File: config.mk
export PLATFORM = sky130hd
export DESIGN_NAME = swb_reset_seq
export DESIGN_NICKNAME = d
export VERILOG_FILES = /design/src/rtl/swb_pkg.sv /design/src/rtl/swb_sync.sv /design/src/rtl/swb_timer.sv /design/src/rtl/swb_timing.sv /design/src/rtl/swb_reset_seq.sv
export SDC_FILE = /design/constraint.sdc
export NUM_CORES = 1
export LEC_CHECK = 0
export BUFFER_PORTS_ARGS = -buffer_cell sky130_fd_sc_hd__buf_2
export CORE_UTILIZATION = 30
export CTS_CLUSTER_SIZE = 10
export DETAILED_ROUTE_END_ITERATION = 16
export MAX_ROUTING_LAYER = met4
export SLEW_MARGIN = 0
export SYNTH_ARGS = -nofsm -noshare
export SYNTH_HDL_FRONTEND = slang
export SYNTH_HIERARCHICAL = 1
export SYNTH_SLANG_ARGS = --single-unit
export TNS_END_PERCENT = 10
File: constraint.sdc
create_clock -name clk -period 7.5 [get_ports clk]
set_input_delay 1.125 -clock clk [delete_from_list [all_inputs] [get_ports clk]]
set_output_delay 1.125 -clock clk [all_outputs]
set_load 0.02 [all_outputs]
File: src/rtl/swb_pkg.sv
package swb_pkg;

   typedef enum logic [1:0] {
      ST_IDLE = 2'd0,
      ST_LOW  = 2'd1,
      ST_SAMP = 2'd2,
      ST_HOLD = 2'd3
   } swb_state_e;

   typedef struct packed {
      logic od;
      logic mixed;
   } swb_mode_t;

   function automatic int unsigned max_u(input int unsigned a, input int unsigned b);
      return (a > b) ? a : b;
   endfunction

endpackage

File: src/rtl/swb_sync.sv
module swb_sync #(
   parameter int STAGES   = 2,
   parameter bit IDLE_VAL = 1'b1
) (
   input  logic clk,
   input  logic rst_n,
   input  logic d_i,
   output logic q_o
);
   logic [STAGES-1:0] chain;

   initial begin
      if (STAGES < 2) $error("swb_sync: STAGES must be at least 2");
   end

   always_ff @(posedge clk or negedge rst_n) begin
      if (!rst_n) chain <= {STAGES{IDLE_VAL}};
      else        chain <= {chain[STAGES-2:0], d_i};
   end

   assign q_o = chain[STAGES-1];
endmodule

File: src/rtl/swb_timer.sv
module swb_timer #(
   parameter int CNT_W = 12
) (
   input  logic             clk,
   input  logic             rst_n,
   input  logic             load_i,
   input  logic [CNT_W-1:0] load_val_i,
   output logic             zero_o
);
   logic [CNT_W-1:0] cnt;

   always_ff @(posedge clk or negedge rst_n) begin
      if (!rst_n)           cnt <= '0;
      else if (load_i)      cnt <= load_val_i;
      else if (cnt != '0)   cnt <= cnt - 1'b1;
   end

   assign zero_o = (cnt == '0);
endmodule

File: src/rtl/swb_timing.sv
module swb_timing
   import swb_pkg::*;
#(
   parameter int CLKS_PER_US = 2,
   parameter int STD_LOW_US  = 480,
   parameter int OD_LOW_US   = 70,
   parameter int STD_SAMP_US = 70,
   parameter int OD_SAMP_US  = 9,
   parameter int STD_HIGH_US = 410,
   parameter int OD_HIGH_US  = 40,
   parameter int MIX_STD_US  = 480,
   parameter int MIX_OD_US   = 48,
   parameter bit MIXED_EN    = 1'b1,
   parameter int CNT_W       = 12
) (
   input  swb_mode_t        mode_i,
   output logic [CNT_W-1:0] low_cyc_o,
   output logic [CNT_W-1:0] samp_cyc_o,
   output logic [CNT_W-1:0] rest_cyc_o
);
   localparam int unsigned STD_LOW_C  = STD_LOW_US  * CLKS_PER_US;
   localparam int unsigned OD_LOW_C   = OD_LOW_US   * CLKS_PER_US;
   localparam int unsigned STD_SAMP_C = STD_SAMP_US * CLKS_PER_US;
   localparam int unsigned OD_SAMP_C  = OD_SAMP_US  * CLKS_PER_US;
   localparam int unsigned STD_HI_C   = STD_HIGH_US * CLKS_PER_US;
   localparam int unsigned OD_HI_C    = OD_HIGH_US  * CLKS_PER_US;
   localparam int unsigned STD_MIX_C  = max_u(STD_HI_C, MIX_STD_US * CLKS_PER_US);
   localparam int unsigned OD_MIX_C   = max_u(OD_HI_C,  MIX_OD_US  * CLKS_PER_US);

   initial begin
      if (OD_LOW_US > 80)         $error("swb_timing: overdrive reset low must not exceed 80 us");
      if (STD_LOW_US < 480)       $error("swb_timing: standard reset low must be at least 480 us");
      if (STD_SAMP_US >= STD_HIGH_US) $error("swb_timing: standard sample point outside high window");
      if (OD_SAMP_US >= OD_HIGH_US)   $error("swb_timing: overdrive sample point outside high window");
      if (OD_SAMP_US * CLKS_PER_US < 4) $error("swb_timing: sample point too close to release");
      if (STD_MIX_C >= (1 << CNT_W) || STD_LOW_C >= (1 << CNT_W))
         $error("swb_timing: CNT_W too small");
   end

   logic [CNT_W-1:0] hi_std, hi_od;

   generate
      if (MIXED_EN) begin : g_mixed
         assign hi_std = mode_i.mixed ? CNT_W'(STD_MIX_C) : CNT_W'(STD_HI_C);
         assign hi_od  = mode_i.mixed ? CNT_W'(OD_MIX_C)  : CNT_W'(OD_HI_C);
      end else begin : g_plain
         assign hi_std = CNT_W'(STD_HI_C);
         assign hi_od  = CNT_W'(OD_HI_C);
      end
   endgenerate

   always_comb begin
      if (mode_i.od) begin
         low_cyc_o  = CNT_W'(OD_LOW_C);
         samp_cyc_o = CNT_W'(OD_SAMP_C);
         rest_cyc_o = hi_od - CNT_W'(OD_SAMP_C);
      end else begin
         low_cyc_o  = CNT_W'(STD_LOW_C);
         samp_cyc_o = CNT_W'(STD_SAMP_C);
         rest_cyc_o = hi_std - CNT_W'(STD_SAMP_C);
      end
   end
endmodule

File: src/rtl/swb_reset_seq.sv
module swb_reset_seq
   import swb_pkg::*;
#(
   parameter int CLKS_PER_US = 2,
   parameter int STD_LOW_US  = 480,
   parameter int OD_LOW_US   = 70,
   parameter int STD_SAMP_US = 70,
   parameter int OD_SAMP_US  = 9,
   parameter int STD_HIGH_US = 410,
   parameter int OD_HIGH_US  = 40,
   parameter int MIX_STD_US  = 480,
   parameter int MIX_OD_US   = 48,
   parameter bit MIXED_EN    = 1'b1,
   parameter int SYNC_STAGES = 2
) (
   input  logic clk,
   input  logic rst_n,
   input  logic start_i,
   input  logic overdrive_i,
   input  logic mixed_i,
   input  logic line_i,
   output logic line_oe_o,
   output logic busy_o,
   output logic done_o,
   output logic present_o
);
   localparam int unsigned MAX_US = max_u(max_u(STD_LOW_US, STD_HIGH_US), MIX_STD_US);
   localparam int CNT_W = $clog2(MAX_US * CLKS_PER_US + 1);

   swb_state_e       state_q, state_d;
   swb_mode_t        mode_q, mode_sel;
   logic             line_s;
   logic             tmr_zero, tmr_load;
   logic [CNT_W-1:0] tmr_val;
   logic [CNT_W-1:0] low_cyc, samp_cyc, rest_cyc;
   logic             done_d, pres_q;

   swb_sync #(.STAGES(SYNC_STAGES), .IDLE_VAL(1'b1)) u_sync (
      .clk   (clk),
      .rst_n (rst_n),
      .d_i   (line_i),
      .q_o   (line_s)
   );

   assign mode_sel = (state_q == ST_IDLE) ? swb_mode_t'{od: overdrive_i, mixed: mixed_i} : mode_q;

   swb_timing #(
      .CLKS_PER_US (CLKS_PER_US),
      .STD_LOW_US  (STD_LOW_US),
      .OD_LOW_US   (OD_LOW_US),
      .STD_SAMP_US (STD_SAMP_US),
      .OD_SAMP_US  (OD_SAMP_US),
      .STD_HIGH_US (STD_HIGH_US),
      .OD_HIGH_US  (OD_HIGH_US),
      .MIX_STD_US  (MIX_STD_US),
      .MIX_OD_US   (MIX_OD_US),
      .MIXED_EN    (MIXED_EN),
      .CNT_W       (CNT_W)
   ) u_timing (
      .mode_i     (mode_sel),
      .low_cyc_o  (low_cyc),
      .samp_cyc_o (samp_cyc),
      .rest_cyc_o (rest_cyc)
   );

   swb_timer #(.CNT_W(CNT_W)) u_timer (
      .clk        (clk),
      .rst_n      (rst_n),
      .load_i     (tmr_load),
      .load_val_i (tmr_val),
      .zero_o     (tmr_zero)
   );

   always_comb begin
      state_d  = state_q;
      tmr_load = 1'b0;
      tmr_val  = '0;
      done_d   = 1'b0;
      unique case (state_q)
         ST_IDLE: if (start_i) begin
            state_d  = ST_LOW;
            tmr_load = 1'b1;
            tmr_val  = low_cyc - 1'b1;
         end
         ST_LOW: if (tmr_zero) begin
            state_d  = ST_SAMP;
            tmr_load = 1'b1;
            tmr_val  = samp_cyc - 1'b1;
         end
         ST_SAMP: if (tmr_zero) begin
            state_d  = ST_HOLD;
            tmr_load = 1'b1;
            tmr_val  = rest_cyc - 1'b1;
         end
         ST_HOLD: if (tmr_zero) begin
            state_d = ST_IDLE;
            done_d  = 1'b1;
         end
         default: state_d = ST_IDLE;
      endcase
   end

   always_ff @(posedge clk or negedge rst_n) begin
      if (!rst_n) begin
         state_q <= ST_IDLE;
         mode_q  <= '0;
         done_o  <= 1'b0;
         pres_q  <= 1'b0;
      end else begin
         state_q <= state_d;
         done_o  <= done_d;
         if (state_q == ST_IDLE && start_i) begin
            mode_q <= mode_sel;
            pres_q <= 1'b0;
         end
         if (state_q == ST_SAMP && tmr_zero) pres_q <= ~line_s;
      end
   end

   assign line_oe_o = (state_q == ST_LOW);
   assign busy_o    = (state_q != ST_IDLE);
   assign present_o = pres_q;
endmodule

== After elaboration in Yosys (flattened, before gate mapping) ==
Index checks and enable logic that the tools add are counted.
Storage, ports and cells
  flip-flop bits (word level): 18
  input port bits: 6
  output and inout bits: 4
  logic and storage cells: 54
Cells by class
  $add $sub $neg: 6
  equality and inequality tests: 7
  muxes and demuxes: 23
  bitwise operators: 1
  reduce and logical (&&, ||, !) cells: 10
Operators by type and width (number)
  $mux 10: 7
  $sub 10x1->10 const B: 4
  $pmux 10 s3: 1
  $mux 8: 2
  $logic_not 10->1: 1
  $mux 2: 5
  $reduce_bool 10->1: 1
  $sub 10x5->10 const B: 1
  $sub 10x8->10 const B: 1
  $pmux 2 s4: 1
  $mux 6: 1
  $ne 2x2->1 const B: 3
  $reduce_bool 2->1: 3
  $mux 1: 5
  $eq 2x2->1 const B: 2
  $reduce_and 4->1: 1
  $eq 2x1->1 const B: 1
  $logic_and 1x1->1: 2
  $logic_not 2->1: 1
  $ne 2x1->1 const B: 1
  $pmux 1 s2: 1
  $reduce_or 2->1: 1
  $not 1->1: 1

== Depth between registers and ports, before layout ==
Gate-level depths: netlist of the first run.
  depth after elaboration: 9
  gate-level depth with buffers: 12
  gate-level depth less buffers: 12

== Modules after synthesis ==
Netlist of the first run, hierarchy kept.
Modules (own cells, without submodules)
  swb_reset_seq: instances 1, cells each 149, area an instance 1079.8 um^2, seq. area each 150.1 um^2
  swb_timer: instances 1, cells each 67, area an instance 594.3 um^2, seq. area each 250.2 um^2
  swb_timing: instances 1, cells each 35, area an instance 266.5 um^2, seq. area each 0.0 um^2
  swb_sync: instances 1, cells each 2, area an instance 52.6 um^2, seq. area each 52.6 um^2

== Worst setup path after synthesis of the first run ==
Ideal clock, no wire load.
  kind: input port to flip-flop
  start point: in overdrive_i
  end point: reg u_timer.cnt[9]
  setup time: 0.077 ns
  data arrival time: 3.264 ns
  required time: 7.423 ns
  setup slack: 4.159 ns
  stages on the path: 10
  path buffers: 0
  cell sequence: mux2_2 > inv_1 > ha_1 > inv_1 > or3_4 > or4_4 > mux2i_1 > a31oi_1 > nor2_1 > a21oi_1
Between the ends
  cells in the longest elaborated chain, start to end: 6
  elaborated cells on any way between the ends: 12
  classes of those cells: add/sub (3); mux (9)
Ends and longest elaborated chain
  from (decl): RTL line swb_reset_seq.sv:19  | input logic overdrive_i,
  $mux 2: RTL line swb_reset_seq.sv:45  | assign mode_sel = (state_q == ST_IDLE) ? swb_mode_t'{od: overdrive_i, mixed: mixed_i} : mode_q;
  $mux 10: RTL line swb_timing.sv:53  | if (mode_i.od) begin
  net low_cyc[6]: RTL line swb_reset_seq.sv:35  | logic [CNT_W-1:0] low_cyc, samp_cyc, rest_cyc;
  $sub 10x1->10: RTL line swb_reset_seq.sv:83  | tmr_val = low_cyc - 1'b1;
  $mux 10: RTL line swb_reset_seq.sv:80  | ST_IDLE: if (start_i) begin
  $pmux 10 s3: RTL line swb_reset_seq.sv:79  | unique case (state_q)
  net tmr_val[9]: RTL line swb_reset_seq.sv:34  | logic [CNT_W-1:0] tmr_val;
  $mux 10: RTL line swb_timer.sv:14  | else if (load_i) cnt <= load_val_i;
  to (signal assigned): RTL line swb_timer.sv:14
  to (signal assigned): RTL line swb_timer.sv:15  | else if (cnt != '0) cnt <= cnt - 1'b1;
  to (decl): RTL line swb_timer.sv:10  | logic [CNT_W-1:0] cnt;
The timed path passes the listed nets, and every way through them passes these cells.
A chain may end at the register's enable or synchronous reset.

==> summary.md, run 1 <==
| Metric | Value |
|---|---|
| Slowest CP cell | `inv_1` |
| R2r worst-path depth | `12` |
| Drt wl/cell | `12.5 µm` |
| Crit Path Max Fanout | `30` |
| Hold crit path type | `flop to flop` |
| Most common cell after layout, fill and taps aside | `inv_1` |
| CTS H-tree depth | `1` |
| Yosys reg bits | `18` |
| Largest net degree at the start of global routing | `31` |
| Gp weighted congestion | `0.871` |
| First-pass GRT wire length | `7.22 mm` |
| Die W | `83.5 µm` |
| Library cells used by synthesis | `49` |
| Area added between synthesis and finish | `2.51%` |
| FF-to-FF Start | `state_q[0]` |
| Synthesized area per cell | `7.88 µm²` |
| Tightest Pin Transition | `0.799 ns` |
| Status | `finished, final reports clean` |
| Port buffer count | `9` |
| Largest family of logic cells by synthesized area | `simple AND/OR/NAND/NOR gates` |
| Post-Route WL | `4.09 mm` |
| Post-synthesis sequential area ratio | `22.7%` |
| Top FF cell, synth | `dfrtp_1` |
| Vias | `1,647` |
| Sw Pwr | `0.000348 W` |
| Proportion of power drawn by the clock network | `11.4%` |
| Hold Crit Endpoint | `u_sync/chain[1]` |
| Leakage | `0.859 nW` |
| Hold-fix buffer count after cts | `0` |
| Row Count | `29` |
| Unrepaired setup endpoints after global routing | `false` |
| N_diodes | `0` |
| Max-cap violations | `0` |
| Register share of total power | `25.7%` |
| DRC violations left | `0` |
| Power per Cell Area | `346 mW/mm²` |
| I/O pins | `10` |
| Async SR Flop Fraction | `100%` |
| Clk slew on worst S/H paths | `0.07 ns` |
| Detail Placement HPWL | `3.18 mm` |
| Synth Area in Adders | `9.42%` |
| Cell Chain, Critical Path | `buf_2 > mux2_2 > inv_1 > ha_1 > inv_1 > or3_4 > or4_4 > mux2i_1 > a31oi_1 > nor2_1 > a21oi_1` |
| Mux cell area share after synthesis | `5.78%` |
| Clk buf depth | `2` |
| Post-synth EDFFs | `0` |
| Die Area | `0.00697 mm²` |
| Height of the die | `83.5 µm` |
| Post-layout power | `0.000707 W` |
| Most common cell on crit path | `inv_1` |
| Post-CTS Setup Bufs | `0` |
| Rel. slew slack | `46.7%` |
| Hold Path Depth | `0` |
| Logic pwr share | `62.9%` |
| CP max stage delay | `0.66 ns` |
| Reg-to-reg endpoint | `u_timer/cnt[9]` |
| Clock sink count | `18` |
| Starting Density | `31.2%` |
| Crit path required time | `7.63 ns` |
| NumNets Final | `271` |
| Clock latency on the worst-skew pair | `0.26 ns` |
| 1st-pass router iterations | `4` |
| Fmax | `259 MHz` |
| Skew final | `0.00545 ns` |
| Fraction of layout instances using a drive strength above 1 | `10.0%` |
| R2r setup slk | `3.65 ns` |
| Cell Int Power | `0.000358 W` |
| Post-cts sizing count | `0` |
| Hold Crit Start | `u_sync/chain[0]` |
| CTS tree | `done` |
| Fin crit share | `51.6%` |
| Setup TNS Final | `0 ns` |
| Pre-CTS WS | `3.38 ns` |
| All-Layer GR Usage | `13.0%` |
| Vias in the first global route | `1,555` |
| Initial antenna violation count | `0` |
| CTS Buf Count | `3` |
| Critical Path Source Type | `primary input` |
| Core Box Area | `0.00639 mm²` |
| Simple-gate share of the synthesized area | `25.5%` |
| Post-Syn Instances | `253` |
| XOR/XNOR Fraction of Synth Area | `5.71%` |
| Antenna viol nets, final | `0` |
| Post-Syn Area | `0.00199 mm²` |
| Overflow after GRT | `0` |
| Setup WS post-layout | `3.63 ns` |
| Count of final setup violators | `0` |
| Critical Path Sink Type | `flop` |
| Kind of critical path | `primary input to flop` |
| Via/cell ratio | `5.05` |
| DRC marker count from the first detailed-route iteration | `111` |
| WP data arrival | `4.00 ns` |
| Fin. Hold Viols | `0` |
| Most frequent cells in the layout | `inv_1, nor2_1, nand2_1` |
| Yosys warnings | `6` |
| Switching Fraction | `49.3%` |
| Area fraction in compound gates after synthesis | `17.1%` |
| Minimum clock period | `3.87 ns` |
| Max-slew violations | `0` |
| Peak supply drop | `0.000240 V` |
| Root Driver | `clkbuf_8` |
per-layer routing:
layer | track usage [%] | share of wire (%)
met4 | 2.47 | 0.51
met5 | - | 0
met1 | 18.1 | 53
met3 | 2.27 | 2.1
met2 | 19.8 | 44
cells by family after synthesis:
| kind of cell | after synthesis |
|---|---|
| other | 2 |
| AND/OR/NAND/NOR | 91 |
| multiplexers | 11 |
| adder cells (fa/ha/maj) | 15 |
| buffers and inverters | 49 |
| AO/OA/AOI/OAI | 54 |
| flip-flops | 18 |
| XOR/XNOR | 13 |
final cells by class:
type | count | area [µm²]
clock buffer | 4 | 55.1
inverter | 23 | 86.3
fill | 681 | 4340
multi-input combinational | 195 | 1310
sequential | 18 | 453
timing repair buffer | 9 | 45.0
tap | 77 | 96.3
cell usage after synthesis (3+ instances only):
library cell  instances  area share [%]
a21oi_1              12             3.0
mux2_2                4             2.3
nor4_1                5             1.6
nand2_1              19             3.6
a22oi_1               3             1.1
nor2_1               20             3.8
nor3b_1               3             1.1
dfrtp_1              16              20
or3_1                 5             1.6
ha_1                 15             9.4
nand3_1               3            0.75
o21ai_0               8             2.0
nor3_1               12             3.0
xor2_1               11             4.8
mux2i_1               7             3.5
clkbuf_1              4            0.75
a31oi_1               6             1.9
nor2b_1               3            0.94
buf_4                22             8.3
o21ai_1               7             1.8
and3_1                4             1.3
o21a_1                5             1.9
inv_1                23             4.3
sequential cells by signal (all words and copies together), names as in the netlist:
| signal | count |
|---|---|
| state_q | 2 |
| u_sync/chain | 2 |
| u_timer/cnt | 10 |
| present_o | 1 |
| done_o | 1 |
| mode_q | 2 |
power by group through the flow:
stage	Combinational [W]	Sequential (W)	Clock, W
finish	0.000445	0.000181	0.0000808
floorplan	0.000408	0.000175	0
CTS	0.000441	0.000182	0.0000828
detailed placement	0.000438	0.000184	0
global placement	0.000434	0.000182	0
global route	0.000505	0.000189	0.0000873
critical path, delay by kind of cell:
kind / cells / cell delay [ns]
compound gates: 2 / 0.15
simple gates: 3 / 0.99
fa+ha+maj: 1 / 0.27
buf+inv: 3 / 0.84
mux: 2 / 0.62
through the flow:
| step | instances | hold slack, ns | util, % | instance area [µm²] |
|---|---|---|---|---|
| floorplan | 262 | 0.345 | - | 2030 |
| global placement | 322 | 0.346 | 31.1 | 1990 |
| detailed placement | 322 | 0.350 | 31.1 | 1990 |
| CTS | 326 | 0.360 | 32.0 | 2040 |
| global route | 326 | 0.368 | 32.0 | 2040 |
| finish | 326 | 0.359 | 32.0 | 2040 |
worst max path at each step:
stage / from / cells after the start / endpoint / slack (ns)
after CTS: overdrive_i / 11 / u_timer/cnt[9] / 3.66
after global routing: state_q[0] / 12 / u_timer/cnt[9] / 3.32
after global placement: overdrive_i / 11 / u_timer/cnt[9] / 3.43
after detailed placement: overdrive_i / 11 / u_timer/cnt[9] / 3.38
after floorplan: overdrive_i / 10 / u_timer/cnt[9] / 4.16
final: overdrive_i / 11 / u_timer/cnt[9] / 3.63
(Power assumes the default switching activity.)
==> run 2, diff against run 1 <==
==> constraint.sdc (replaced) <==
create_clock -name clk -period 3.4 [get_ports clk]
set_input_delay 0.51 -clock clk [delete_from_list [all_inputs] [get_ports clk]]
set_output_delay 0.51 -clock clk [all_outputs]
set_load 0.02 [all_outputs]
==> summary.md, run 2 (synthesized netlist as in run 1, its figures left out) <==
| Metric | Value |
|---|---|
| Most common cell after layout, fill and taps aside | `inv_1` |
| Switching Fraction | `48.4%` |
| Area added between synthesis and finish | `3.64%` |
| DRC marker count from the first detailed-route iteration | `131` |
| Critical Path Sink Type | `flop` |
| Crit path required time | `3.53 ns` |
| Largest Register | `u_timer/cnt` |
| Root Driver | `clkbuf_8` |
| Post-Route WL | `4.18 mm` |
| Clk buf depth | `2` |
| Sw Pwr | `0.000763 W` |
| Clk slew on worst S/H paths | `0.07 ns` |
| Port buffer count | `9` |
| Fin crit share | `90.9%` |
| Critical Path Source Type | `flop` |
| WP data arrival | `3.22 ns` |
| Die W | `83.5 µm` |
| Skew final | `0.00591 ns` |
| Antenna viol nets, final | `0` |
| N_diodes | `0` |
| Fin cells | `329` |
| Power per Cell Area | `763 mW/mm²` |
| Final Cell Area | `0.00207 mm²` |
| Fin. Hold Viols | `0` |
| Hold-fix buffer count after cts | `0` |
| Overflow after GRT | `0` |
| FF/Latch Area | `453 µm²` |
| Setup WS post-layout | `0.310 ns` |
| Via/cell ratio | `4.96` |
| Fmax | `324 MHz` |
| Setup TNS Final | `0 ns` |
| Footprint of the multi-input gates | `0.00131 mm²` |
| Clock latency on the worst-skew pair | `0.25 ns` |
| NumNets Final | `274` |
| Gp weighted congestion | `0.829` |
| Logic pwr share | `63.4%` |
| Hold crit path type | `primary input to asynchronous set/reset pin` |
| Crit Path Max Fanout | `9` |
| Count of final setup violators | `0` |
| First-pass GRT wire length | `6.91 mm` |
| CTS tree | `done` |
| Max-cap violations | `0` |
| Largest net degree at the start of global routing | `25` |
| Max reg flops | `10` |
| Initial antenna violation count | `0` |
| Max-slew violations | `0` |
| Drt wl/cell | `12.7 µm` |
| Vias in the first global route | `1,498` |
| 1st-pass router iterations | `6` |
| CTS H-tree depth | `1` |
| Rel. slew slack | `55.1%` |
| Post-cts sizing count | `0` |
| Post-CTS Setup Bufs | `0` |
| Pre-CTS WS | `0.338 ns` |
| Minimum clock period | `3.09 ns` |
| Die Area | `0.00697 mm²` |
| Cell Int Power | `0.000814 W` |
| Vias | `1,633` |
| Unrepaired setup endpoints after global routing | `false` |
| Placed Area | `0.00201 mm²` |
| Proportion of power drawn by the clock network | `11.1%` |
| Fill cell count | `686` |
| Height of the die | `83.5 µm` |
| I/O pins | `10` |
| All-Layer GR Usage | `12.3%` |
| Clock sink count | `18` |
| Leakage | `0.874 nW` |
| Core Box Area | `0.00639 mm²` |
| Peak supply drop | `0.000529 V` |
| Row Count | `29` |
| Detail Placement HPWL | `3.25 mm` |
| CTS Buf Count | `3` |
| Starting Density | `31.2%` |
| Tightest Pin Transition | `0.672 ns` |
| Register share of total power | `25.5%` |
| DRC violations left | `0` |
| Most frequent cells in the layout | `inv_1, nor2_1, nand2_1` |
| Fraction of layout instances using a drive strength above 1 | `11.1%` |
| Kind of critical path | `flop to flop` |
| Status | `finished, final reports clean` |
| Placed cell count | `325` |
## run 2: layout make-up
| type | instances | share of cell area, % |
|---|---|---|
| inverter | 23 | 4.18 |
| timing repair buffer | 12 | 3.27 |
| tap | 77 | 4.66 |
| sequential | 18 | 21.9 |
| clock buffer | 4 | 2.67 |
| multi-input combinational | 195 | 63.3 |
## run 2: critical path: stages, from the launching register on
cell     delay (ns)
dfrtp_1        0.43
inv_1          0.10
ha_1           0.28
mux2_2         0.38
inv_1          0.19
ha_1           0.19
inv_1          0.08
or3_4          0.40
or4_4          0.49
mux2i_1        0.16
a31oi_1        0.10
nor2_1         0.11
a21oi_1        0.05
## run 2: power by group through the flow
stage	clock [W]	sequential [W]	combinational (W)
CTS	0.000179	0.000403	0.000996
finish	0.000175	0.000403	0.000999
floorplan	0	0.000387	0.000899
detailed placement	0	0.000406	0.000992
global route	0.000187	0.000416	0.00113
global placement	0	0.000405	0.000980
## run 2: per-layer routing
metal | GRT usage, % | up-vias | share of wire [%]
li1 | - | 861 | -
met1 | 16.9 | 751 | 52
met2 | 19.7 | 17 | 45
met3 | 2.37 | 4 | 2.1
met4 | 1.23 | 0 | 1.0
met5 | - | - | 0
## run 2: final timing paths
check                             endpoint  depth (start not counted)  slack [ns]             from
max in group asynchronous  u_sync/chain[1]                          1        2.88            rst_n
min                         u_timer/cnt[2]                          1        0.18            rst_n
max                         u_timer/cnt[9]                         12        0.31       state_q[0]
max reg2reg                 u_timer/cnt[9]                         12        0.31       state_q[0]
min reg2reg                u_sync/chain[1]                          0        0.36  u_sync/chain[0]
min in group clk           u_sync/chain[0]                          1        0.36           line_i
## run 2: per-stage QoR
step / hold slack, ns / total power, W / util [%]
after global routing: 0.202 / 0.00173 / 32.3
after detailed placement: 0.359 / 0.00140 / 31.5
after global placement: 0.347 / 0.00138 / 31.5
after CTS: 0.193 / 0.00158 / 32.3
after floorplan: 0.214 / 0.00129 / -
final: 0.184 / 0.00158 / 32.3
